<file path="config.mk">
export PLATFORM = sky130hd
export DESIGN_NAME = hfPrbsChecker
export DESIGN_NICKNAME = d
export VERILOG_FILES = /design/src/rtl/hfChkPkg.sv /design/src/rtl/hfSyncCtrl.sv /design/src/rtl/hfPrbsDatapath.sv /design/src/rtl/hfPrbsChecker.sv
export SDC_FILE = /design/constraint.sdc
export NUM_CORES = 1
export LEC_CHECK = 0
export BUFFER_PORTS_ARGS = -buffer_cell sky130_fd_sc_hd__buf_2
export CORE_MARGIN = 2
export CORE_UTILIZATION = 40
export DETAILED_ROUTE_END_ITERATION = 12
export PLACE_DENSITY = 0.7
export SETUP_SLACK_MARGIN = 0.2
export SKIP_CTS_REPAIR_TIMING = 1
export SLEW_MARGIN = 20
export SYNTH_ARGS = -nofsm -noshare
export SYNTH_HDL_FRONTEND = slang
export SYNTH_SLANG_ARGS = --single-unit
</file>
<file path="constraint.sdc">
create_clock -name clk -period 6.5 [get_ports clk]
set_input_delay 1.3 -clock clk [delete_from_list [all_inputs] [get_ports clk]]
set_output_delay 1.3 -clock clk [all_outputs]
set_load 0.02 [all_outputs]
</file>
<file path="src/rtl/hfChkPkg.sv">
package hfChkPkg;

  localparam logic [7:0] SYNC_CHAR  = 8'hBC;
  localparam logic [6:0] PRBS_SEED  = 7'h7F;
  localparam int         MAX_RATE   = 15;

  // strobes from sync control to the datapath
  typedef struct packed {
    logic seedLoad;
    logic advance;
    logic checkEn;
  } dpStrobe_t;

  typedef enum logic [1:0] {
    ST_HUNT   = 2'd0,
    ST_VERIFY = 2'd1,
    ST_LOCKED = 2'd2
  } syncState_t;

  function automatic int unsigned frameBeats(input logic [3:0] rateSel,
                                             input int unsigned baseBeats,
                                             input bit simMode);
    int unsigned mult;
    int unsigned len;
    mult = 32'(rateSel);
    if (mult == 0) mult = 1;
    len = baseBeats * mult;
    if (simMode) len = len >> 2;
    return len;
  endfunction

endpackage

</file>
<file path="src/rtl/hfSyncCtrl.sv">
module hfSyncCtrl
  import hfChkPkg::*;
#(
  parameter int BASE_BEATS = 32,
  parameter int SIM_MODE   = 0,
  parameter int IDX_W      = 9
) (
  input  logic       clk,
  input  logic       rstN,
  input  logic [3:0] rateSel,
  input  logic [7:0] lowByte,
  input  logic       lowFlag,
  output dpStrobe_t  strobe,
  output logic       hfSync,
  output logic       stopPulse
);

  syncState_t       state, stateN;
  logic [IDX_W-1:0] nextIdx, idxN, lenM1;
  logic             missOnce, missN, stopN;
  logic             syncSeen, atBoundary;

  assign syncSeen   = lowFlag && (lowByte == SYNC_CHAR);
  assign lenM1      = IDX_W'(frameBeats(rateSel, BASE_BEATS, SIM_MODE != 0) - 1);
  assign atBoundary = (state != ST_HUNT) && (nextIdx == '0);

  always_comb begin
    stateN = state;
    missN  = missOnce;
    stopN  = 1'b0;
    idxN   = (nextIdx == lenM1) ? '0 : nextIdx + 1'b1;
    strobe = '0;
    case (state)
      ST_HUNT: begin
        idxN = IDX_W'(1);
        if (syncSeen) begin
          stateN          = ST_VERIFY;
          strobe.seedLoad = 1'b1;
        end
      end
      ST_VERIFY: begin
        if (atBoundary) begin
          if (syncSeen) begin
            stateN          = ST_LOCKED;
            missN           = 1'b0;
            stopN           = 1'b1;
            strobe.seedLoad = 1'b1;
          end else begin
            stateN = ST_HUNT;
          end
        end else begin
          strobe.advance = 1'b1;
        end
      end
      ST_LOCKED: begin
        if (atBoundary) begin
          strobe.seedLoad = 1'b1;
          if (syncSeen) begin
            missN = 1'b0;
            stopN = 1'b1;
          end else if (missOnce) begin
            stateN = ST_HUNT;
            missN  = 1'b0;
          end else begin
            missN = 1'b1;
          end
        end else begin
          strobe.advance = 1'b1;
          strobe.checkEn = 1'b1;
        end
      end
      default: stateN = ST_HUNT;
    endcase
  end

  always_ff @(posedge clk or negedge rstN) begin
    if (!rstN) begin
      state     <= ST_HUNT;
      nextIdx   <= '0;
      missOnce  <= 1'b0;
      stopPulse <= 1'b0;
    end else begin
      state     <= stateN;
      nextIdx   <= idxN;
      missOnce  <= missN;
      stopPulse <= stopN;
    end
  end

  assign hfSync = (state == ST_LOCKED);


  sync_rise_chk: assert property (@(posedge clk) disable iff (!rstN)
    $rose(hfSync) |-> $past(syncSeen));


  sync_loss_chk: assert property (@(posedge clk) disable iff (!rstN)
    $fell(hfSync) |-> !$past(syncSeen));


  stop_src_chk: assert property (@(posedge clk) disable iff (!rstN)
    stopPulse |-> $past(syncSeen));

endmodule

</file>
<file path="src/rtl/hfPrbsDatapath.sv">
module hfPrbsDatapath
  import hfChkPkg::*;
#(
  parameter int DATA_W = 16,
  parameter int ERR_W  = 5
) (
  input  logic              clk,
  input  logic              rstN,
  input  dpStrobe_t         strobe,
  input  logic [DATA_W-1:0] rxData,
  output logic [ERR_W-1:0]  errCount,
  output logic              errSticky
);

  localparam logic [ERR_W-1:0] ERR_MAX = '1;

  logic [6:0]        lfsr;
  logic [6:0]        chain [0:DATA_W];
  logic [DATA_W-1:0] expWord;
  logic              mismatch;

  assign chain[0] = lfsr;

  // one PRBS-7 step per data bit, first bit on the MSB
  for (genvar g = 0; g < DATA_W; g++) begin : g_step
    logic newBit;
    assign newBit              = chain[g][6] ^ chain[g][5];
    assign chain[g+1]          = {chain[g][5:0], newBit};
    assign expWord[DATA_W-1-g] = newBit;
  end

  assign mismatch = strobe.checkEn && (rxData != expWord);

  always_ff @(posedge clk or negedge rstN) begin
    if (!rstN) begin
      lfsr      <= PRBS_SEED;
      errCount  <= '0;
      errSticky <= 1'b0;
    end else begin
      if (strobe.seedLoad)     lfsr <= PRBS_SEED;
      else if (strobe.advance) lfsr <= chain[DATA_W];
      if (mismatch) begin
        errSticky <= 1'b1;
        if (errCount != ERR_MAX) errCount <= errCount + 1'b1;
      end
    end
  end


  err_step_chk: assert property (@(posedge clk) disable iff (!rstN)
    (errCount != $past(errCount)) |-> (errCount == $past(errCount) + 1'b1));


  err_sat_chk: assert property (@(posedge clk) disable iff (!rstN)
    (errCount == ERR_MAX) |=> (errCount == ERR_MAX));


  sticky_match_chk: assert property (@(posedge clk) disable iff (!rstN)
    errSticky == (errCount != '0));


  no_check_chk: assert property (@(posedge clk) disable iff (!rstN)
    !strobe.checkEn |=> $stable(errCount));

endmodule

</file>
<file path="src/rtl/hfPrbsChecker.sv">
module hfPrbsChecker
  import hfChkPkg::*;
#(
  parameter int DATA_W     = 16,
  parameter int BASE_BEATS = 32,
  parameter int SIM_MODE   = 0,
  parameter int ERR_W      = 5
) (
  input  logic                  clk,
  input  logic                  rstN,
  input  logic [3:0]            rateSel,
  input  logic [DATA_W-1:0]     rxData,
  input  logic [DATA_W/8-1:0]   rxCtrl,
  output logic                  hfSync,
  output logic [ERR_W-1:0]      errCount,
  output logic                  errSticky,
  output logic                  stopPulse
);

  localparam int CTRL_W = DATA_W / 8;
  localparam int IDX_W  = $clog2(BASE_BEATS * MAX_RATE);

  dpStrobe_t strobe;

  // only the low-byte flag marks a sync character
  if (CTRL_W > 1) begin : g_ignHigh
    logic unusedCtrl;
    assign unusedCtrl = ^rxCtrl[CTRL_W-1:1];
  end

  hfSyncCtrl #(
    .BASE_BEATS (BASE_BEATS),
    .SIM_MODE   (SIM_MODE),
    .IDX_W      (IDX_W)
  ) uCtrl (
    .clk       (clk),
    .rstN      (rstN),
    .rateSel   (rateSel),
    .lowByte   (rxData[7:0]),
    .lowFlag   (rxCtrl[0]),
    .strobe    (strobe),
    .hfSync    (hfSync),
    .stopPulse (stopPulse)
  );

  hfPrbsDatapath #(
    .DATA_W (DATA_W),
    .ERR_W  (ERR_W)
  ) uDp (
    .clk       (clk),
    .rstN      (rstN),
    .strobe    (strobe),
    .rxData    (rxData),
    .errCount  (errCount),
    .errSticky (errSticky)
  );

endmodule

</file>
# After elaboration in Yosys (flattened, before gate mapping)
# Index checks and enable logic that the tools add are counted.
[word_totals] reg_bits=26 elab_cells=78 out_inout_bits=8 inputBits=24
[classes] n_bitwise=16 n_mux=27 addsub=3 eq_ne=12 reduce_logical=13
[op_table] operator="$mux W9" n=2
[op_table] operator="$ne A16 B16 Y1" n=1
[op_table] operator="$xor A1 B1 Y1" n=16
[op_table] operator="$mux W2" n=7
[op_table] operator="$mux W7" n=2
[op_table] operator="$mux W1" n=11
[op_table] operator="$ne A2 B1 Y1 const B" n=5
[op_table] operator="$add A9 B1 Y9 const B" n=1
[op_table] operator="$eq A9 B9 Y1" n=1
[op_table] operator="$logic_not A9 Y1" n=1
[op_table] operator="$sub A9 B1 Y9 const B" n=1
[op_table] operator="$eq A8 B8 Y1 const B" n=1
[op_table] operator="$pmux W2 S3" n=1
[op_table] operator="$reduce_bool A2 Y1" n=3
[op_table] operator="$add A5 B1 Y5 const B" n=1
[op_table] operator="$ne A5 B5 Y1 const B" n=1
[op_table] operator="$reduce_and A5 Y1" n=1
[op_table] operator="$logic_not A4 Y1" n=1
[op_table] operator="$mux W4" n=1
[op_table] operator="$pmux W1 S2" n=2
[op_table] operator="$reduce_and A4 Y1" n=1
[op_table] operator="$logic_and A1 B1 Y1" n=3
[op_table] operator="$pmux W1 S3" n=1
[op_table] operator="$eq A2 B1 Y1 const B" n=1
[op_table] operator="5 further kinds" n=5

# Longest topological paths before layout
# Gate-level depths: netlist of run 1.
[logic_depth] ltp_word=6 mapped_depth=8 depth_no_buf=8

# By module
# Synthesis of run 1 repeated with hierarchy kept, for this count alone.
[hier_totals] hier_cells=191 area_unflattened_um2=1893.1
[modules_own_cells] module="hfPrbsDatapath" n_inst=1 seq_area_each_um2=334.1 area_each_um2=991.0 cells_per_inst=97
[modules_own_cells] module="hfSyncCtrl" n_inst=1 seq_area_each_um2=325.3 area_each_um2=902.1 cells_per_inst=94

# Worst setup path before layout of run 1
# Ideal clock, no wire load.
[synth_path] path_kind="input-to-reg" start="input rxData[12]" end="register uDp.errCount[1]" slack_ns=3.622 stages=6 required_ns=6.372 setup_ns=0.128 t_arrival_ns=2.751 path_buffers=0 path_cell_list="xnor3_1 -> nand2_2 -> or4_4 -> nor4_4 -> nor3_2 -> mux2_1"
[synth_via] elab_chain_len=3
[synth_rtl] item="from (decl)" line_no="hfPrbsChecker.sv:12" rtl="input logic [DATA_W-1:0] rxData,"
[synth_rtl] item="$ne A16 B16 Y1" line_no="hfPrbsDatapath.sv:32" rtl="assign mismatch = strobe.checkEn && (rxData != expWord);"
[synth_rtl] item="$logic_and A1 B1 Y1" line_no="hfPrbsDatapath.sv:32"
[synth_rtl] item="$reduce_and A2 Y1 (no line)"
[synth_rtl] item="to (signal assigned)" line_no="hfPrbsDatapath.sv:44" rtl="if (errCount != ERR_MAX) errCount <= errCount + 1'b1;"
[synth_rtl] item="to (decl)" line_no="hfPrbsDatapath.sv:11" rtl="output logic [ERR_W-1:0] errCount,"
# Every way passes these cells.
# A chain may end at the register's enable or synchronous reset.

# Worst setup path in the final report of run 1
# Ends and elaborated chain as after synthesis.

==> impl_results.md, run 1 <==
- Ys Warns: 0
- Initial antenna violation count: 0
- I/O pin total: 32
- Final hold violations: 0
- Max FO, Critical Path: 4
- Hold EP: uDp.errSticky
- First-pass GRT wire length: approximately 5700 um
- Seq cells post-synth: 26
- Reg clk slew, reported paths: 0.09 ns
- Cell Pwr Density: 403.7 nW/um^2
- Via count: 1337
- Setup TNS: 0 ns
- Syn Inst Count: 183
- Syn Area/Cell: 9.996 um^2
- Leading cell type in the layout, fill and taps excluded: buf_2
- Antenna Cells: 0
- R2R depth: 6
- Hpwl dp: around 2600 um
- Startpoint type of the worst setup path: primary input
- PortBufs: 30
- Largest stage delay, worst path: 0.52 ns
- Synthesized area: 1829 um^2
- DR pass1 iterations: 4
- Die W: approximately 72 um
- Vias in the first global route: 1252
- Number of DRC markers in iteration 0: 66
- Commonest cells after routing, fill and taps aside: 30 x buf_2, 19 x xor2_1, 19 x dfrtp_1
- Required @ worst endpoint: 6.66 ns
- Distinct cells, synth: 47
- DP Area: 2004 um^2
- Layout cells sized above 1: 23.92%
- Die Y: 71.63 um
- Run status: completed
- Clk Latency, worst-skew pair: approximately 0.27 ns
- Hold_sp: uDp.errSticky
- Async S/R FF share, synth: 100.0%
- Worst hold-check path type: reg2reg
- CP Class: in2reg
- CTS tree: done
- H-tree lvl count: 1
- Initial core utilization: 41.72%
- Drt via density: 5.123
- Cts bufs inserted: 3
- Final setup fails: 0
- Clock Sinks: 26
- CP top delay family: simple AND/OR/NAND/NOR gates
- All-Layer GR Usage: 13.77%
- Largest net degree at the start of global routing: 27
- Post-synth EDFFs: 0
- Top achievable clock speed: 356.2 MHz
- Crit path buffers/inverters: 1
- Final-layout fill cell count: 408
- Clock Path Buffers: 2
- Setup crit end kind: flop
- Fin area: 2076 um^2
- Gpl congestion: ~0.8
- Wire per inst: 12.79 um
- R2R Setup Slk: 3.82 ns
- Num rows: 24
- Clock Skews: 0.002609 ns
- Worst reg2reg startpoint: uDp.lfsr[5]
- Leak: 0.9869 nW
- Critical R2R Capture: uDp.errCount[1]
- Die Footprint: 5130 um^2
- Worst slew margin relative to its limit: 60.71%
- Remaining DRCs: 0
- Maxcap violations: 0
- Hold path depth: 1
- Worst Path Arrival: 2.97 ns
- Crit-path cells: buf_2 > xnor3_1 > nand2_2 > or4_4 > nor4_4 > nor3_2 > mux2_1
- Tightest Pin Transition: 0.5893 ns
- Ys flop type: dfrtp_1
- Max VDD drop: 0.0001645 V
- Unrepaired setup endpoints after global routing: no
- NumNets Final: 244
- Worst path slowest cell: or4_4
- Post-Route WL: 3339 um
- Slew Viols, Final: 0
- Remaining global-route overflow: 0
- Shortest period the worst path allows: 2.807 ns
- Fin crit share: between 40% and 50%
- Net Count, Synth: 217
- Sequential area share after synthesis: 36.05%
- Synthesis-to-finish area growth: 13.47%
- Clk root buf: clkbuf_8
- Post-route ant nets: 0
- Core area: 4384 um^2
-- per-stage QoR --
step	power (mW)	cells	util [%]	worst slack (ns)	hold slack (ns)
floorplan	0.6471	183	-	3.622	0.5052
global placement	0.7039	257	45.72	3.406	0.4689
detailed placement	0.7100	257	45.72	3.390	0.4607
CTS	0.8466	261	47.35	3.687	0.4858
global route	0.9061	261	47.35	3.562	0.5077
finish	0.8380	261	47.35	3.693	0.4803
-- synth_stat cells, types with 2 or more instances --
cell	count	share of area, %
a21oi_1	2	0.55
and3_1	7	2.4
buf_2	2	0.55
clkbuf_1	4	0.82
dfrtp_1	19	26
dfstp_2	7	10
ha_1	10	6.8
inv_1	9	1.8
mux2_1	2	1.2
nand2_1	15	3.1
nand3_1	5	1.4
nand4_1	3	1.0
nor2_1	15	3.1
nor3_1	9	2.5
o211ai_1	6	2.5
o21ai_0	3	0.82
o22ai_1	2	0.68
xnor2_1	14	6.7
xnor3_1	2	2.5
xor2_1	19	9.1
xor3_1	2	2.6
-- worst reg2reg max path, delay by kind of cell, from the launching register on --
kind	cells	cell delay, ns
simple gates	3	1.01
mux	1	0.32
flops	1	0.69
xor+xnor	2	0.56
-- how the worst max path moves through the flow --
stage	start	to	slack (ns)	cells after the start
global placement	rxData[12]	uDp.errCount[1]	3.41	7
floorplan	rxData[12]	uDp.errCount[1]	3.62	6
global route	rxData[0]	uDp.errCount[4]	3.56	7
CTS	rxData[8]	uDp.errCount[4]	3.69	7
detailed placement	rxData[8]	uDp.errCount[4]	3.39	7
finish	rxData[12]	uDp.errCount[1]	3.69	7
-- flip-flops by register name (all words and copies together) (netlist names) --
name / cells
uCtrl.missOnce: 1
uCtrl.nextIdx: 9
uCtrl.state: 2
uCtrl.stopPulse: 1
uDp.errCount: 5
uDp.errSticky: 1
uDp.lfsr: 7
-- per-layer routing --
| metal | routed length (um) | global-route usage (%) | vias up |
|---|---|---|---|
| met1 | 1553 | 19.17 | 637 |
| met5 | 0 | 0 | - |
| met2 | 1676 | 22.74 | 18 |
| li1 | - | - | 682 |
| met4 | 0 | 1.887 | 0 |
| met3 | 110 | 2.954 | 0 |
-- report_power, final --
group / switching [mW] / internal, mW
Sequential: 0.0688 / 0.219
Clock: 0.0507 / 0.0824
Combinational: 0.196 / 0.222
-- cell families (layout without fill, tap and decap cells) --
logic type	after synthesis	in the layout	share of synthesized area (%)
simple gates	65	65	19.02
mux	3	3	1.778
xor+xnor	39	39	23.05
fa+ha+maj	10	10	6.840
flops	26	26	36.05
buf+inv	17	43	4.035
compound gates	23	23	9.234
-- layout make-up --
class / instances / area, um^2 / share of cell area, %
repair buffers: 30 / 150.1 / 7.233
multi-input cells: 140 / 1096 / 52.80
well taps: 52 / 65.06 / 3.134
clock buffers: 3 / 41.29 / 1.989
clock inverters: 1 / 30.03 / 1.447
flip-flops and latches: 26 / 659.4 / 31.77
inverters: 9 / 33.78 / 1.627
Note: power is estimated with default switching activity, not from simulation.
==> run 2: changes to the inputs <==
PLACE_DENSITY = 0.73   (was 0.7)
clock period = 2.48 ns   (was 6.5 ns; I/O delays follow)
==> impl_results.md, run 2 (synthesis results as in run 1) <==
- Core area: 4384 um^2 (unchanged)
- Max reg flops: 9 (unchanged)
- Largest regs: uCtrl.nextIdx: 9 flops, uDp.lfsr: 7 flops, uDp.errCount: 5 flops
- Unrepaired setup endpoints after global routing: yes
- Die Y: 71.63 um (unchanged)
- Gpl congestion: 0.7643 (-3.6%)
- Reg clk slew, reported paths: 0.09 ns (about the same)
- Clock Path Buffers: 2 (unchanged)
- Max FO, Critical Path: 3 (-1)
- Leading cell type in the layout, fill and taps excluded: buf_2
- Clk Latency, worst-skew pair: 0.26 ns (about the same)
- NumNets Final: 250 (+2.5%)
- Remaining global-route overflow: 0 (unchanged)
- Required @ worst endpoint: 2.63 ns (-4.03 ns)
- Initial antenna violation count: 0 (unchanged)
- Leak: 1.002 nW (+1.5%)
- Setup crit end kind: flop
- Initial core utilization: 41.72% (unchanged)
- Post-route ant nets: 0 (unchanged)
- Startpoint type of the worst setup path: flop
- Multi-input gate area: 1114 um^2 (+1.6%)
- Largest net degree at the start of global routing: 27 (unchanged)
- PortBufs: 30 (unchanged)
- Fin crit share: 96.14%
- Final-layout fill cell count: 402 (-1.5%)
- Wire per inst: 13.09 um (+2.3%)
- Crit-path cells: xnor3_2 > xnor2_1 > or4_4 > nor4_4 > nor3_2 > mux2_1
- Drt via density: 5.146 (+0.46%)
- Vias in the first global route: 1320 (+5.4%)
- Run status: completed
- Setup TNS: 0 ns (unchanged)
- Num rows: 24 (unchanged)
- Largest stage delay, worst path: 0.55 ns (+0.03 ns)
- Final hold violations: 0 (unchanged)
- Layout cells sized above 1: 26.51% (+2.6 points)
- Post-Route WL: 3495 um (+4.7%)
- Cts bufs inserted: 3 (unchanged)
- Remaining DRCs: 0 (unchanged)
- CTS tree: done
- R2R Setup Slk: 0.1 ns (-3.72 ns)
- Clock Sinks: 26 (unchanged)
- Hpwl dp: 2660 um (+3.6%)
- Shortest period the worst path allows: approximately 2.4 ns
- Synthesis-to-finish area growth: 15.46%
- I/O pin total: 32 (unchanged)
- Clock Skews: 0.003500 ns (+0.0008909 ns)
- All-Layer GR Usage: 14.40% (+0.64 points)
- CP Class: reg2reg
- Core Util, Final: 48.17% (+0.83 points)
- Worst path slowest cell: or4_4
- Die Footprint: 5130 um^2 (unchanged)
- Cell Pwr Density: 1038 nW/um^2 (+160%)
- DR pass1 iterations: 4 (unchanged)
- Maxcap violations: 0 (unchanged)
- Max VDD drop: 0.0004559 V (+180%)
- Worst slew margin relative to its limit: 61.94% (+1.2 points)
- Top achievable clock speed: 419.4 MHz
- Number of DRC markers in iteration 0: 116 (+76%)
- Commonest cells after routing, fill and taps aside: 30 x buf_2, 19 x xor2_1, 19 x dfrtp_1
- H-tree lvl count: 1 (unchanged)
- Biggest register: uCtrl.nextIdx
- Antenna Cells: 0 (unchanged)
- First-pass GRT wire length: 5927 um (+3.3%)
- Register area: 659.4 um^2 (unchanged)
- Worst Path Arrival: 2.54 ns (-0.43 ns)
- Via count: 1374 (+2.8%)
- Worst hold-check path type: in2async
- Tightest Pin Transition: 0.5709 ns (-0.01840 ns)
- Pwr Total: 2.192 mW (+160%)
- Clk root buf: clkbuf_8
- Die W: 71.63 um (unchanged)
- Slew Viols, Final: 0 (unchanged)
- Final setup fails: 0 (unchanged)
-- run 2: cell types whose count changed in the layout (fill, tap and decap cells not counted), sizes merged --
cell | before | now
bufinv | 1 | 0
buf | 30 | 36
clkbuf | 3 | 4
-- run 2: through the flow --
step                setup WS (ns)  cells  hold slack, ns  area, um^2
CTS                       0.08138    266          0.2325        2087
finish                    0.09580    267          0.2144        2112
global placement           0.1197    262          0.4725        2042
global route             -0.01651    267          0.2577        2112
floorplan                 0.05082    183          0.2004        1833
detailed placement         0.1005    262          0.4739        2042
-- run 2: power breakdown --
group          switching (mW)  internal [mW]
Sequential              0.143          0.571
Clock                   0.125          0.115
Combinational           0.592          0.646
-- run 2: final timing paths --
check                      cells past startpoint          start          endpoint
min                                            1           rstN    uCtrl.state[0]
max in group asynchronous                      1           rstN  uCtrl.nextIdx[0]
min in group clk                               1  uDp.errSticky     uDp.errSticky
max reg2reg                                    6    uDp.lfsr[0]   uDp.errCount[1]
max                                            6    uDp.lfsr[0]   uDp.errCount[1]
min reg2reg                                    1  uDp.errSticky     uDp.errSticky
-- run 2: final cells by class --
cell class | count | area share [%]
Inverter | 9 | 1.600
Clock buffer | 4 | 2.133
Tap cell | 52 | 3.081
Multi-Input combinational cell | 140 | 52.73
Timing Repair Buffer | 36 | 9.242
Sequential cell | 26 | 31.22
-- run 2: worst max-delay path, delay by kind of cell (launching register included) --
kind,cells,cell delay [ns]
AND/OR/NAND/NOR,3,0.86
XOR/XNOR,2,0.58
multiplexers,1,0.31
flip-flops,1,0.53
-- run 2: layer usage --
| layer | global-route usage, % | routed length, um | part of all wire (%) | vias up |
|---|---|---|---|---|
| met2 | 23.46 | 1713 | 49 | 20 |
| met4 | 1.887 | 36 | 1.0 | 0 |
| met1 | 20.13 | 1642 | 47 | 655 |
| met5 | 0 | 0 | 0 | - |
| li1 | - | - | - | 697 |
| met3 | 3.516 | 102 | 2.9 | 2 |
